## src/rtl/sdf_pkg.sv

```systemverilog
package sdf_pkg;
  typedef enum logic {
    DIR_H2A = 1'b0,
    DIR_A2H = 1'b1
  } dir_e;

  localparam int STAT_RDY_BIT = 7;
  localparam int STAT_DIR_BIT = 4;
  localparam int STAT_ERR_BIT = 0;
endpackage

```

## src/rtl/sdf_store.sv

```systemverilog
module sdf_store #(
  parameter int W     = 16,
  parameter int DEPTH = 10
) (
  input  logic                         clk,
  input  logic                         rst_n,
  input  logic                         clr,
  input  logic                         push,
  input  logic [W-1:0]                 push_data,
  input  logic                         pop,
  output logic [W-1:0]                 head,
  output logic                         empty,
  output logic                         full
);
  localparam int PW = (DEPTH > 1) ? $clog2(DEPTH) : 1;
  localparam int CW = $clog2(DEPTH + 1);

  logic [W-1:0]  mem [DEPTH];
  logic [PW-1:0] wp, rp;
  logic [CW-1:0] cnt;

  function automatic logic [PW-1:0] step(input logic [PW-1:0] p);
    return (p == PW'(DEPTH - 1)) ? '0 : p + 1'b1;
  endfunction

  always_ff @(posedge clk or negedge rst_n) begin
    if (!rst_n) begin
      wp  <= '0;
      rp  <= '0;
      cnt <= '0;
    end else if (clr) begin
      wp  <= '0;
      rp  <= '0;
      cnt <= '0;
    end else begin
      if (push) wp <= step(wp);
      if (pop)  rp <= step(rp);
      case ({push, pop})
        2'b10:   cnt <= cnt + 1'b1;
        2'b01:   cnt <= cnt - 1'b1;
        default: cnt <= cnt;
      endcase
    end
  end

  always_ff @(posedge clk) begin
    if (push && !clr) mem[wp] <= push_data;
  end

  assign head  = mem[rp];
  assign empty = (cnt == '0);
  assign full  = (cnt == CW'(DEPTH));

  // occupancy never exceeds capacity
  p_no_overflow_r1: assert property (@(posedge clk) disable iff (!rst_n)
    cnt <= CW'(DEPTH));
  // the control never pops an empty queue
  p_no_underflow_r5: assert property (@(posedge clk) disable iff (!rst_n)
    pop |-> !empty);
  // a lone push grows the count by one
  p_push_grows_r1: assert property (@(posedge clk) disable iff (!rst_n)
    (push && !pop && !clr) |=> cnt == $past(cnt) + 1'b1);
  // a clear leaves the queue empty
  p_clear_empty_r7: assert property (@(posedge clk) disable iff (!rst_n)
    clr |=> empty);
endmodule

```

## src/rtl/sdf_ctrl.sv

```systemverilog
module sdf_ctrl
  import sdf_pkg::*;
(
  input  logic clk,
  input  logic rst_n,
  input  logic dir,
  input  logic host_flush,
  input  logic adp_flush,
  input  logic empty,
  input  logic full,
  input  logic h_wr,
  input  logic h_rd,
  input  logic a_wr,
  input  logic a_rd,
  output logic h_rdy,
  output logic a_rdy,
  output logic h_push,
  output logic a_push,
  output logic h_pop,
  output logic a_pop,
  output logic clr,
  output logic err
);
  localparam int NSIDE = 2;

  logic [NSIDE-1:0] fl_now, fl_q, fl_rise;
  logic             fl_any, not_empty, not_full, bad;

  assign fl_now = {adp_flush, host_flush};

  generate
    for (genvar s = 0; s < NSIDE; s++) begin : g_edge
      always_ff @(posedge clk or negedge rst_n) begin
        if (!rst_n) fl_q[s] <= 1'b0;
        else        fl_q[s] <= fl_now[s];
      end
      assign fl_rise[s] = fl_now[s] & ~fl_q[s];
    end
  endgenerate

  assign fl_any    = |fl_now;
  assign clr       = |fl_rise;
  assign not_empty = !empty && !fl_any;
  assign not_full  = !full  && !fl_any;

  assign h_rdy = (dir == DIR_A2H) ? not_empty : not_full;
  assign a_rdy = (dir == DIR_A2H) ? not_full  : not_empty;

  assign h_push = h_wr && (dir == DIR_H2A) && h_rdy;
  assign a_pop  = a_rd && (dir == DIR_H2A) && a_rdy;
  assign a_push = a_wr && (dir == DIR_A2H) && a_rdy;
  assign h_pop  = h_rd && (dir == DIR_A2H) && h_rdy;

  assign bad = (h_wr && !h_push) || (h_rd && !h_pop) ||
               (a_wr && !a_push) || (a_rd && !a_pop);

  always_ff @(posedge clk or negedge rst_n) begin
    if (!rst_n)   err <= 1'b0;
    else if (clr) err <= 1'b0;
    else if (bad) err <= 1'b1;
  end

  // at most one side may feed the queue
  p_one_writer_r2: assert property (@(posedge clk) disable iff (!rst_n)
    $onehot0({h_push, a_push}));
  // a held flush blocks every transfer
  p_flush_blocks_r6: assert property (@(posedge clk) disable iff (!rst_n)
    (host_flush || adp_flush) |-> !(h_push || a_push || h_pop || a_pop));
  // a refused access raises the error flag
  p_bad_sets_err_r4: assert property (@(posedge clk) disable iff (!rst_n)
    (bad && !clr) |=> err);
  // error stays until a flush edge
  p_err_sticky_r8: assert property (@(posedge clk) disable iff (!rst_n)
    (err && !clr) |=> err);
endmodule

```

## src/rtl/xdir_shared_fifo.sv

```systemverilog
module xdir_shared_fifo
  import sdf_pkg::*;
#(
  parameter int W     = 16,
  parameter int DEPTH = 10
) (
  input  logic         clk,
  input  logic         rst_n,
  input  logic         dir,
  input  logic         host_flush,
  input  logic         adp_flush,
  input  logic         host_wr_valid,
  input  logic [W-1:0] host_wr_data,
  input  logic         host_rd_valid,
  output logic [W-1:0] host_rd_data,
  input  logic         adp_wr_valid,
  input  logic [W-1:0] adp_wr_data,
  input  logic         adp_rd_valid,
  output logic [W-1:0] adp_rd_data,
  output logic [7:0]   host_stat,
  output logic [7:0]   adp_stat,
  output logic         access_err
);
  logic         h_rdy, a_rdy, h_push, a_push, h_pop, a_pop, clr, err;
  logic         empty, full, push, pop;
  logic [W-1:0] head, push_data;

  sdf_ctrl u_ctrl (
    .clk        (clk),
    .rst_n      (rst_n),
    .dir        (dir),
    .host_flush (host_flush),
    .adp_flush  (adp_flush),
    .empty      (empty),
    .full       (full),
    .h_wr       (host_wr_valid),
    .h_rd       (host_rd_valid),
    .a_wr       (adp_wr_valid),
    .a_rd       (adp_rd_valid),
    .h_rdy      (h_rdy),
    .a_rdy      (a_rdy),
    .h_push     (h_push),
    .a_push     (a_push),
    .h_pop      (h_pop),
    .a_pop      (a_pop),
    .clr        (clr),
    .err        (err)
  );

  assign push      = h_push | a_push;
  assign pop       = h_pop | a_pop;
  assign push_data = h_push ? host_wr_data : adp_wr_data;

  sdf_store #(.W(W), .DEPTH(DEPTH)) u_store (
    .clk       (clk),
    .rst_n     (rst_n),
    .clr       (clr),
    .push      (push),
    .push_data (push_data),
    .pop       (pop),
    .head      (head),
    .empty     (empty),
    .full      (full)
  );

  always_ff @(posedge clk or negedge rst_n) begin
    if (!rst_n) begin
      host_rd_data <= '0;
      adp_rd_data  <= '0;
    end else begin
      if (host_rd_valid) host_rd_data <= h_pop ? head : '0;
      if (adp_rd_valid)  adp_rd_data  <= a_pop ? head : '0;
    end
  end

  always_comb begin
    host_stat               = '0;
    host_stat[STAT_RDY_BIT] = h_rdy;
    host_stat[STAT_DIR_BIT] = dir;
    host_stat[STAT_ERR_BIT] = err;
    adp_stat                = '0;
    adp_stat[STAT_RDY_BIT]  = a_rdy;
    adp_stat[STAT_DIR_BIT]  = dir;
    adp_stat[STAT_ERR_BIT]  = err;
  end

  assign access_err = err;

  // a refused host read yields zero
  p_host_zero_r4: assert property (@(posedge clk) disable iff (!rst_n)
    (host_rd_valid && !h_pop) |=> host_rd_data == '0);
  // a refused adapter read yields zero
  p_adp_zero_r5: assert property (@(posedge clk) disable iff (!rst_n)
    (adp_rd_valid && !a_pop) |=> adp_rd_data == '0);
endmodule

```

## config.mk

```make
export PLATFORM = sky130hd
export DESIGN_NAME = xdir_shared_fifo
export DESIGN_NICKNAME = d
export VERILOG_FILES = /design/src/rtl/sdf_pkg.sv /design/src/rtl/sdf_store.sv /design/src/rtl/sdf_ctrl.sv /design/src/rtl/xdir_shared_fifo.sv
export SDC_FILE = /design/constraint.sdc
export NUM_CORES = 1
export LEC_CHECK = 0
export BUFFER_PORTS_ARGS = -buffer_cell sky130_fd_sc_hd__buf_2
export CORE_MARGIN = 4
export CORE_UTILIZATION = 55
export CTS_CLUSTER_DIAMETER = 30
export CTS_CLUSTER_SIZE = 25
export DETAILED_ROUTE_END_ITERATION = 7
export PLACE_DENSITY_LB_ADDON = 0.08
export RECOVER_POWER = 50
export SYNTH_ARGS = -nofsm -noshare
export SYNTH_HDL_FRONTEND = slang
export SYNTH_HIERARCHICAL = 1
export SYNTH_SLANG_ARGS = --single-unit
```

## constraint.sdc

```tcl
create_clock -name clk -period 10.7 [get_ports clk]
set_clock_uncertainty 0.05 [all_clocks]
set_input_delay 1.07 -clock clk [delete_from_list [all_inputs] [get_ports clk]]
set_output_delay 1.07 -clock clk [all_outputs]
set_load 0.01 [all_outputs]
```

==> impl_metrics.py <==
metrics = {
    "sta": {
        "fmaxAchievable_mhz": 245,
        "fin_ws_ps": 6620,
        "finalSetupViolations": 0,
        "grt_setup_unrepaired": "no",
        "layout_min_cycle_time_ps": 4080,
        "worst_pin_slew_ps": 2480,
        "fin_tns_setup_ps": 0,
        "relSlewSlack": -0.656,
        "finalHoldViolCount": 0,
        "period_share": 0.382,
        "report.final.slew_viol_count": 48,
    },
    "global_routing": {
        "antenna_found_initial": 0,
        "track_usage": 0.205,
        "grt_pass1_wl_um": 28800,
        "grt_pass1_vias": 5373,
        "grt_max_degree": 64,
        "grt-ovfl-total": 0,
    },
    "power": {
        "ir_drop_uv": 142,
        "power.density_mw_per_mm2": 208,
        "power.leakage_nw": 3.83,
    },
    "drt": {
        "wl_per_cell_um": 19.4,
        "first_pass_iters": 5,
        "drc": 0,
        "final_antenna_net_count": 0,
        "drt_iter0_drc": 330,
        "routed_via_density": 5.54,
        "vias": 5338,
        "wirelength_um": 18700,
    },
    "synth": {
        "ys_ff_latch": 207,
        "synth_area_leaders": "edfxtp_1 (54%), dfrtp_1 (13%), mux2_2 (6.2%)",
        "ys_types": 51,
        "synth_edf_count": 160,
        "synthTopCellsByCount": "edfxtp_1 (160), mux2_2 (49), dfrtp_1 (47), inv_1 (37), o21ai_0 (35)",
        "synthFlopType": "edfxtp_1",
        "syn_avg_cell_area_sq_um": 14.3,
        "ys_seq_area_frac": 0.667,
        "synth_area_leader_cell": "edfxtp_1",
        "yosysWarnings": 6,
        "yosysMostFrequentCell": "edfxtp_1",
        "yosysTopAreaCellShare": 0.536,
        "postSynthCellCount": 625,
        "postSynth.asyncResetShare": 0.227,
        "syn_area_sq_mm": 0.00897,
    },
    "floorplan": {
        "die_w_um": 136,
        "die-area_sq_mm": 0.0184,
        "fp.dieH_um": 136,
        "core-area_sq_mm": 0.0159,
        "initial_core_util": 0.563,
        "io_pins": 90,
        "num_rows": 46,
    },
    "critical_path": {
        "startpoint": "host_flush",
        "end_kind": "register",
        "critPathRequiredTime_ps": 11030,
        "cp.arrival_ps": 4420,
        "critPathCapture": "u_store/cnt[3]",
        "worstPathMaxFanout": 17,
        "worstSetupPathType": "in2reg",
        "cp-start-kind": "primary input",
        "timing.rr.start": "u_store/cnt[1]",
        "r2r.worst_path.cells": 11,
        "regToRegEndpoint": "u_store/cnt[3]",
        "rrSetupSlack_ps": 6750,
    },
    "clocking": {
        "cts.clk_slew.worst_paths_ps": 50,
        "clock_sinks": 207,
        "cts_max_path_buffers": 3,
        "root_buffer": "clkbuf_16",
        "h-tree-depth": 2,
        "post_cts_buffers": 0,
        "worstSkewPairLatency_ps": 510,
        "numCtsBuffers": 41,
        "hold_buffers": 0,
        "post_cts_resized": 0,
        "cts_tree": "built",
    },
    "outcome": {
        "status": "finished, violations left",
        "violations": "capacitance limit, slew limit",
    },
    "min_path": {
        "worstHoldStart": "host_rd_data[3]",
        "min_path_type": "reg2reg",
    },
    "placement": {
        "gp_congestion": 0.809,
        "port-buffer-count": 79,
        "pre_cts_ws_ps": 6300,
        "place_inst": 890,
        "hpwl_um": 11300,
    },
    "flow_run": {
        "cap_violations": 1,
    },
    "cells_and_area": {
        "final_cells": 964,
        "drive_gt1_frac": 0.238,
        "antenna_cells": 0,
        "nets": 762,
        "syn2layout_area_growth_pct": 20.0,
    },
}
flip-flops by register name (all words and copies together) (netlist names):
| name | cells |
|---|---|
| adp_rd_data | 16 |
| host_rd_data | 16 |
| u_ctrl/err | 1 |
| u_ctrl/fl_q | 2 |
| u_store/cnt | 4 |
| u_store/mem | 160 |
| u_store/rp | 4 |
| u_store/wp | 4 |
metal layers:
layer  global-route usage  part of all wire
met1                0.293              0.44
met4               0.0857             0.030
met2                0.313              0.45
met5                    0                 0
met3               0.0390             0.075
kinds of logic (layout without fill, tap and decap cells):
| family | count (synthesis) | count (layout) | share of synthesized area |
|---|---|---|---|
| flip-flops | 207 | 207 | 0.667 |
| AND/OR/NAND/NOR | 115 | 115 | 0.0657 |
| AO/OA/AOI/OAI | 104 | 104 | 0.0808 |
| multiplexers | 99 | 99 | 0.123 |
| buffers and inverters | 91 | 205 | 0.0534 |
| adder cells (fa/ha/maj) | 4 | 4 | 0.00558 |
| XOR/XNOR | 4 | 4 | 0.00391 |
| other | 1 | 10 | 0.000418 |
cells in the final DEF, fill, tap and decap left out, types with 3 or more instances in the layout:
cell,count
a21oi_1,7
a22o_1,17
buf_2,39
buf_4,15
bufinv_16,4
clkbuf_1,41
clkbuf_16,44
clkinv_1,5
clkinv_2,6
clkinvlp_4,7
conb_1,10
dfrtp_1,46
edfxtp_1,160
ha_1,4
inv_1,37
mux2_1,23
mux2_2,42
mux2i_1,34
nand2_1,25
nand2b_1,10
nand3_1,34
nand3b_1,4
nor2_1,16
nor2b_1,6
nor3_1,3
nor3_2,3
o21ai_0,35
o22ai_1,17
o31ai_1,7
o31ai_2,9
layout make-up:
type / count / area [sq um]
sequential: 207 / 5980
tap: 216 / 270
multi-input combinational: 336 / 2520
clock buffer: 46 / 1120
timing repair buffer: 94 / 458
fill: 1149 / 5180
clock inverter: 28 / 269
inverter: 37 / 139
worst min path at each step:
stage	endpoint	cells after the start
6_report	host_rd_data[3]	2
5_1_grt	host_rd_data[4]	2
4_1_cts	host_rd_data[11]	2
3_5_place_dp	host_rd_data[13]	2
3_3_place_gp	adp_rd_data[6]	2
2_1_floorplan	u_store/wp[3]	2
critical path: stages:
cell and delay [ps]:
clkbuf_1 150, nor3_1 300, and3b_1 980, or2_1 470
nand2b_1 250, inv_1 90, ha_1 360, o21a_1 140
o32ai_1 260, mux2_1 350
metrics by stage:
| step | hold slack [ps] | total power, mW | utilization | cell area, sq um |
|---|---|---|---|---|
| 6_report | 471 | 2.23 | 0.675 | 10800 |
| 5_1_grt | 490 | 2.31 | 0.675 | 10800 |
| 4_1_cts | 469 | 2.26 | 0.680 | 10800 |
| 3_5_place_dp | 461 | 1.00 | 0.593 | 9460 |
| 3_3_place_gp | 457 | 0.999 | 0.593 | 9460 |
| 2_1_floorplan | 487 | 0.974 | - | 9000 |
where the power goes:
group	switching [mW]	internal, mW
Clock	0.403	0.846
Combinational	0.0586	0.0382
Sequential	0.00903	0.880
Total	0.471	1.76
Power figures use the tool's default switching activity.
